**config.mk**
```make
export PLATFORM = sky130hd
export DESIGN_NAME = host_irq_ctrl
export DESIGN_NICKNAME = d
export VERILOG_FILES = /design/src/rtl/host_irq_pkg.sv /design/src/rtl/host_irq_regdec.sv /design/src/rtl/host_irq_mask.sv /design/src/rtl/host_irq_status.sv /design/src/rtl/host_irq_ctrl.sv
export SDC_FILE = /design/constraint.sdc
export NUM_CORES = 1
export LEC_CHECK = 0
export BUFFER_PORTS_ARGS = -buffer_cell sky130_fd_sc_hd__buf_2
export CAP_MARGIN = 0
export CORE_ASPECT_RATIO = 1.1
export CORE_MARGIN = 5
export CORE_UTILIZATION = 25
export DETAILED_ROUTE_END_ITERATION = 16
export SETUP_SLACK_MARGIN = 0.2
export SYNTH_ARGS = -nofsm -noshare
export SYNTH_HDL_FRONTEND = slang
export SYNTH_SLANG_ARGS = --single-unit
```
**constraint.sdc**
```tcl
create_clock -name clk -period 1 [get_ports clk]
set_input_delay 0.25 -clock clk [delete_from_list [all_inputs] [get_ports clk]]
set_output_delay 0.25 -clock clk [all_outputs]
set_load 0.05 [all_outputs]
```
**src/rtl/host_irq_pkg.sv**
```systemverilog
package host_irq_pkg;

    // Byte offsets of the register views
    localparam logic [7:0] OFS_MASK      = 8'h00;
    localparam logic [7:0] OFS_MASK_SET  = 8'h04;
    localparam logic [7:0] OFS_MASK_CLR  = 8'h08;
    localparam logic [7:0] OFS_STAT_KEEP = 8'h0C;
    localparam logic [7:0] OFS_STAT_TAKE = 8'h10;
    localparam logic [7:0] OFS_ACK       = 8'h14;

    // Which value a read returns
    typedef enum logic [1:0] {
        RV_ZERO,
        RV_MASK,
        RV_STATUS
    } rd_view_e;

    // Decoded bus operation for one cycle
    typedef struct packed {
        logic mask_wr;
        logic mask_set;
        logic mask_clr;
        logic ack_wr;
        logic keep_rd;
        logic take_rd;
        logic mask_rd;
    } bus_op_t;

endpackage

```
**src/rtl/host_irq_regdec.sv**
```systemverilog
module host_irq_regdec
    import host_irq_pkg::*;
#(
    parameter int ADDR_W = 8
) (
    input  logic [ADDR_W-1:0] bus_addr,
    input  logic              bus_wr,
    input  logic              bus_rd,
    output bus_op_t           op,
    output rd_view_e          rd_view
);

    logic hit_mask;
    logic hit_set;
    logic hit_clr;
    logic hit_keep;
    logic hit_take;
    logic hit_ack;

    always_comb begin
        hit_mask = (bus_addr == ADDR_W'(OFS_MASK));
        hit_set  = (bus_addr == ADDR_W'(OFS_MASK_SET));
        hit_clr  = (bus_addr == ADDR_W'(OFS_MASK_CLR));
        hit_keep = (bus_addr == ADDR_W'(OFS_STAT_KEEP));
        hit_take = (bus_addr == ADDR_W'(OFS_STAT_TAKE));
        hit_ack  = (bus_addr == ADDR_W'(OFS_ACK));
    end

    always_comb begin
        op          = '0;
        op.mask_wr  = bus_wr & hit_mask;
        op.mask_set = bus_wr & hit_set;
        op.mask_clr = bus_wr & hit_clr;
        op.ack_wr   = bus_wr & hit_ack;
        op.keep_rd  = bus_rd & hit_keep;
        op.take_rd  = bus_rd & hit_take;
        op.mask_rd  = bus_rd & hit_mask;
    end

    always_comb begin
        if (op.mask_rd) begin
            rd_view = RV_MASK;
        end else if (op.keep_rd || op.take_rd) begin
            rd_view = RV_STATUS;
        end else begin
            rd_view = RV_ZERO;
        end
    end

endmodule

```
**src/rtl/host_irq_mask.sv**
```systemverilog
module host_irq_mask
    import host_irq_pkg::*;
#(
    parameter int              NUM_SRC  = 16,
    parameter logic [NUM_SRC-1:0] MASK_RST = NUM_SRC'(1)
) (
    input  logic               clk,
    input  logic               rst_n,
    input  bus_op_t            op,
    input  logic [NUM_SRC-1:0] wbits,
    output logic [NUM_SRC-1:0] mask_q
);

    typedef struct packed {
        logic [NUM_SRC-1:0] mask;
    } mask_state_t;

    mask_state_t st_d;
    mask_state_t st_q;

    always_comb begin
        st_d = st_q;
        if (op.mask_wr) begin
            st_d.mask = wbits;
        end else if (op.mask_set) begin
            st_d.mask = st_q.mask | wbits;
        end else if (op.mask_clr) begin
            st_d.mask = st_q.mask & ~wbits;
        end
    end

    always_ff @(posedge clk or negedge rst_n) begin
        if (!rst_n) begin
            st_q.mask <= MASK_RST;
        end else begin
            st_q <= st_d;
        end
    end

    assign mask_q = st_q.mask;

endmodule

```
**src/rtl/host_irq_status.sv**
```systemverilog
module host_irq_status
    import host_irq_pkg::*;
#(
    parameter int NUM_SRC = 16
) (
    input  logic               clk,
    input  logic               rst_n,
    input  logic [NUM_SRC-1:0] src_evt,
    input  bus_op_t            op,
    input  logic [NUM_SRC-1:0] wbits,
    output logic [NUM_SRC-1:0] status_q
);

    typedef struct packed {
        logic [NUM_SRC-1:0] stat;
    } stat_state_t;

    stat_state_t        st_d;
    stat_state_t        st_q;
    logic [NUM_SRC-1:0] clr_vec;

    // Clear request per bit: take-read clears all, acknowledge clears written ones
    for (genvar b = 0; b < NUM_SRC; b++) begin : g_clr
        assign clr_vec[b] = op.take_rd | (op.ack_wr & wbits[b]);
    end

    // New events are applied after the clear, so they win a same-cycle race
    always_comb begin
        st_d      = st_q;
        st_d.stat = (st_q.stat & ~clr_vec) | src_evt;
    end

    always_ff @(posedge clk or negedge rst_n) begin
        if (!rst_n) begin
            st_q.stat <= '0;
        end else begin
            st_q <= st_d;
        end
    end

    assign status_q = st_q.stat;

endmodule

```
**src/rtl/host_irq_ctrl.sv**
```systemverilog
module host_irq_ctrl
    import host_irq_pkg::*;
#(
    parameter int                 NUM_SRC  = 16,
    parameter int                 ADDR_W   = 8,
    parameter int                 DATA_W   = 32,
    parameter logic [NUM_SRC-1:0] MASK_RST = NUM_SRC'(1)
) (
    input  logic               clk,
    input  logic               rst_n,
    input  logic [NUM_SRC-1:0] src_evt,
    input  logic [ADDR_W-1:0]  bus_addr,
    input  logic               bus_wr,
    input  logic               bus_rd,
    input  logic [DATA_W-1:0]  bus_wdata,
    output logic [DATA_W-1:0]  bus_rdata,
    output logic               host_irq
);

    localparam int PAD_W = DATA_W - NUM_SRC;

    typedef struct packed {
        logic [DATA_W-1:0] rdata;
        logic              irq;
    } top_state_t;

    bus_op_t            op;
    rd_view_e           rd_view;
    logic [NUM_SRC-1:0] wbits;
    logic [NUM_SRC-1:0] mask_q;
    logic [NUM_SRC-1:0] status_q;
    logic               unused_wdata_hi;
    top_state_t         st_d;
    top_state_t         st_q;

    assign wbits           = bus_wdata[NUM_SRC-1:0];
    assign unused_wdata_hi = ^bus_wdata[DATA_W-1:NUM_SRC];

    host_irq_regdec #(
        .ADDR_W (ADDR_W)
    ) u_regdec (
        .bus_addr (bus_addr),
        .bus_wr   (bus_wr),
        .bus_rd   (bus_rd),
        .op       (op),
        .rd_view  (rd_view)
    );

    host_irq_mask #(
        .NUM_SRC  (NUM_SRC),
        .MASK_RST (MASK_RST)
    ) u_mask (
        .clk    (clk),
        .rst_n  (rst_n),
        .op     (op),
        .wbits  (wbits),
        .mask_q (mask_q)
    );

    host_irq_status #(
        .NUM_SRC (NUM_SRC)
    ) u_status (
        .clk      (clk),
        .rst_n    (rst_n),
        .src_evt  (src_evt),
        .op       (op),
        .wbits    (wbits),
        .status_q (status_q)
    );

    always_comb begin
        st_d     = st_q;
        st_d.irq = |(status_q & ~mask_q);
        if (bus_rd) begin
            unique case (rd_view)
                RV_MASK:   st_d.rdata = {{PAD_W{1'b0}}, mask_q};
                RV_STATUS: st_d.rdata = {{PAD_W{1'b0}}, status_q};
                default:   st_d.rdata = '0;
            endcase
        end
    end

    always_ff @(posedge clk or negedge rst_n) begin
        if (!rst_n) begin
            st_q <= '0;
        end else begin
            st_q <= st_d;
        end
    end

    assign bus_rdata = st_q.rdata;
    assign host_irq  = st_q.irq;

endmodule

```
After elaboration in Yosys (flattened, before gate mapping)
Index checks and enable logic that the tools add are counted.
{ "word_totals": {"regBits": 65, "inputBits": 60, "out_inout_bits": 33, "wordCells": 68} }
{ "classes": {"eq_ne": 7, "n_mux": 6, "bitwise_logic": 47, "reduce_logical": 4} }
{ "op_table": {"columns": ["op", "n"], "rows": [
  ["$and A16 B16 Y16", 3],
  ["$mux W16", 3],
  ["$not A16 Y16", 3],
  ["$or A16 B16 Y16", 2],
  ["$pmux W16 S2", 1],
  ["$and A1 B1 Y1", 23],
  ["$eq A8 B4 Y1 const B", 2],
  ["$eq A8 B5 Y1 const B", 2],
  ["$or A1 B1 Y1", 16],
  ["$reduce_or A16 Y1", 1],
  ["$eq A8 B3 Y1 const B", 1],
  ["$logic_not A8 Y1", 1],
  ["$mux W2", 2],
  ["$reduce_bool A3 Y1", 1],
  ["$eq A2 B1 Y1 const B", 1],
  ["$eq A2 B2 Y1 const B", 1],
  ["$logic_or A1 B1 Y1", 1]
]} }

Depth between registers and ports, before layout
{ "logic_depth": {"depth_word": 7, "mapped_depth": 5, "depth_no_buf": 3} }

By module
From an unflattened synthesis, not the netlist that was laid out.
{ "unflattened": {"hier_cells": 242, "hier_area_um2": 2611.3} }
{ "modules_own_cells": {"columns": ["module", "n_inst", "cells_each", "area_each_um2", "seq_area_each_um2"], "rows": [
  ["host_irq_ctrl", 1, 116, 1143.6, 425.4],
  ["host_irq_mask", 1, 55, 673.1, 401.6],
  ["host_irq_status", 1, 52, 643.1, 400.4],
  ["host_irq_regdec", 1, 19, 151.4, 0.0]
]} }

Worst setup path before layout
OpenSTA, ideal clock, no wires.
{ "synth_path": {"path_kind": "input -> register", "start": "input bus_addr[5]", "end": "register u_status.st_q, in the netlist u_status.status_q[11]", "setup_time_ps": 120, "arrival_time_ps": 1384, "slack_ps": -504, "path_stages": 4, "n_path_buf": 1, "cell_sequence": "nor3_1 -> nand3_1 -> clkbuf_1 -> a31o_2"} }
{ "synth_rtl": {"columns": ["item", "line_no", "source"], "rows": [
  ["start, declared", "host_irq_ctrl.sv:12", "input logic [ADDR_W-1:0] bus_addr,"],
  ["end signal, assigned", "host_irq_status.sv:37", "st_q <= st_d;"],
  ["end, declared", "host_irq_status.sv:19", "stat_state_t st_q;"]
]} }

==> metrics.md <==
| Metric | Value |
|---|---|
| Htree depth | 2 |
| CTS Root Cell | clkbuf_8 |
| Status | finished, violations left |
| Worst clock skew | 11.4 ps |
| Crit path kind | reg2reg |
| Sequential Power Share | 50.0% |
| Largest net degree at the start of global routing | 33 |
| Post-synth EDFFs | 0 |
| Register area share after synthesis | 48.5% |
| RSZ-0062 raised after global routing | yes |
| Pint | 2.91 mW |
| Final wirelength | 8770 um |
| Hold Vio Cnt, Final | 9 |
| Sink Count | 49 |
| Initial Utilization | 25.6% |
| Avg WL per Cell | 18.6 um |
| Synth warnings | 0 |
| Synth Cell Area | 2530 um2 |
| Chip height | 115 um |
| CP max FO | 2 |
| Pwr Total | 4.16 mW |
| Setup TNS | -11590 ps |
| Final setup vio count | 66 |
| Async S/R FF share, synth | 100% |
| Drt first-iter violations | 98 |
| Clk_lat worst skew | 310 ps |
| Placed Instances | 440 |
| Routed vias/inst | 5.03 |
| Failing checks | hold timing, setup timing |
| Register area | 1240 um2 |
| WHS | -174 ps |
| Flops & latches, synth | 49 |
| Share of cells above drive strength 1 | 57.3% |
| Tmin final | 1300 ps |
| Die Area | 12200 um2 |
| Vias in the first global route | 2458 |
| Worst Hold Class | in2async |
| CTS Buf Count | 5 |
| Area leader, netlist | dfrtp_1 |
| DRC errors left | 0 |
| Final nets | 410 |
| Post-DRT Antenna Nets | 0 |
| Setup WS post-layout | -305 ps |
| Average instance area after synthesis | 11.9 um2 |
| Ports | 93 |
| Ys flop type | dfrtp_1 |
| Synth unique cells | 31 |
| Largest stage delay, worst path | 550 ps |
| Worst Path Arrival | 1470 ps |
| Area share of the largest cell type after synthesis | 47.5% |
| CTS Buffer Depth | 2 |
| Final worst path period share | 130% |
| Vias | 2369 |
| Max Cap Viol | 0 |
| Total global-route track usage | 13.4% |
| Worst-path cell chain | nor2b_2 -> a2111oi_4 -> buf_4 -> nand4_1 |
| Initial antenna violation count | 0 |
| CTS tree | yes |
| Area grow syn2layout | 62.5% |
| Clk pwr share | 29.2% |
| Fmax | 766 MHz |
| FP Rows | 38 |
| Worst setup SP type | register |
| ANT cells | 0 |
| DP HPWL | 5840 um |
| First-pass GRT wire length | 12900 um |
| Ranking of synthesized cells by area | dfrtp_1 48%, nor2b_1 5.7%, a22o_1 5.5%, o2111ai_1 5.5%, buf_4 5.0% |
| Maximum VDD drop | 0.582 mV |
| Worst slack, placed | -546 ps |
| Critical path's slowest cell | dfstp_2 |
| Post-Layout Cell Count | 471 |
| Crit. End Element | register |
| Worst-path clk slew | 100 ps |
| Number of port buffers | 60 |
| Lkg Pwr | 1.79 nW |
| Area of the multi-input gates | 1290 um2 |
| Final GP Congestion | 0.795 |
| GRT overflow | 0 |
| Sw frac | 29.9% |
| Logic gate share of total power | 20.9% |
| Sw Pwr | 1.24 mW |
| Post-Syn Instances | 213 |
| Slew Viols, Final | 0 |
| Core box area | 9890 um2 |
| Fill cells | 949 |
| PD cells | 1010 nW/um2 |
| 1st-pass router iterations | 4 |
| DIE WIDTH | 106 um |
| CP required | 1160 ps |
-- what timing repair did --
action,4_1_cts,5_1_grt
setup endpoints to repair,66,66
gates cloned,1,5
pin swaps,8,14
buffers inserted,10,7
resized for setup,58,20
hold endpoints to repair,9,9
-- per-layer routing --
layer / up-vias / track usage (%) / routed length, um
met5: - / 0 / 0
met4: 0 / 3.28 / 121
met3: 8 / 2.34 / 405
met2: 76 / 26.7 / 4840
met1: 1196 / 14.8 / 3400
li1: 1089 / - / -
-- kinds of logic (layout without fill, tap and decap cells) --
logic type	count (synthesis)	after routing	synth area share [%]
AOI/OAI and AO/OA	69	69	25.6
and+or+nand+nor	59	59	17.3
DFF	49	49	48.5
buffers and inverters	35	158	8.41
other	1	16	0.148
-- layout by cell type (no fill, tap or decap), types with 2 or more instances in the layout --
master,instances
a2111oi_4,3
a221o_1,6
a221o_2,10
a22o_1,16
a31o_1,6
a31o_2,9
and2b_1,6
buf_12,9
buf_2,38
buf_4,59
buf_6,35
clkbuf_16,3
clkbuf_8,5
conb_1,16
dfrtp_1,41
dfrtp_2,7
inv_1,4
nand4_1,17
nor2b_1,20
nor2b_4,2
nor4b_4,3
o2111ai_1,13
o2111ai_2,3
-- critical path: cells and delay by family (launching register included) --
family / cells / cell delay (ps)
DFF: 1 / 550
AOI/OAI and AO/OA: 1 / 320
buffers and inverters: 1 / 160
and+or+nand+nor: 2 / 140
-- cells in the mapped netlist, types with 2 or more instances --
| master | count |
|---|---|
| dfrtp_1 | 48 |
| nor2b_1 | 23 |
| buf_4 | 17 |
| nand4_1 | 17 |
| a22o_1 | 16 |
| o2111ai_1 | 16 |
| a221o_2 | 10 |
| a31o_2 | 10 |
| clkbuf_1 | 10 |
| a221o_1 | 6 |
| a31o_1 | 6 |
| and2b_1 | 6 |
| a2111oi_0 | 4 |
| inv_1 | 4 |
| buf_2 | 2 |
| buf_6 | 2 |
| nor4b_4 | 2 |
-- area by class of cell --
cell class                      instances  area share, %
Tap cell                              120           3.65
Timing Repair Buffer                  146           32.2
Sequential cell                        49           30.1
Clock inverter                          3          0.518
Clock buffer                            5           1.67
Inverter                                4          0.365
Multi-Input combinational cell        144           31.5
-- power groups by stage --
stage / combinational, mW / sequential [mW] / clock, mW
2_1_floorplan: 0.352 / 2.13 / 0
3_3_place_gp: 0.726 / 2.11 / 0
3_5_place_dp: 0.731 / 2.11 / 0
4_1_cts: 0.803 / 2.08 / 1.22
5_1_grt: 0.919 / 2.09 / 1.28
6_report: 0.867 / 2.08 / 1.21
-- final timing paths --
path	startpoint	to	slack [ps]	cells past startpoint
hold reg to reg	u_status.status_q[3]	host_irq	580	2
setup / recovery	register	host_irq	-300	4
setup reg to reg	register	host_irq	-300	4
min in group clk	src_evt[13]	u_status.status_q[13]	120	2
hold / removal	rst_n	u_status.status_q[5]	-170	1
max in group asynchronous	rst_n	bus_rdata[2]	680	2
-- metrics by stage --
| stage | util [%] | instance area [um2] |
|---|---|---|
| 5_1_grt | 41.5 | 4110 |
| 2_1_floorplan | - | 2660 |
| 3_3_place_gp | 35.0 | 3460 |
| 6_report | 41.5 | 4110 |
| 3_5_place_dp | 35.0 | 3460 |
| 4_1_cts | 39.1 | 3870 |
Note: power is estimated with default switching activity, not from simulation.
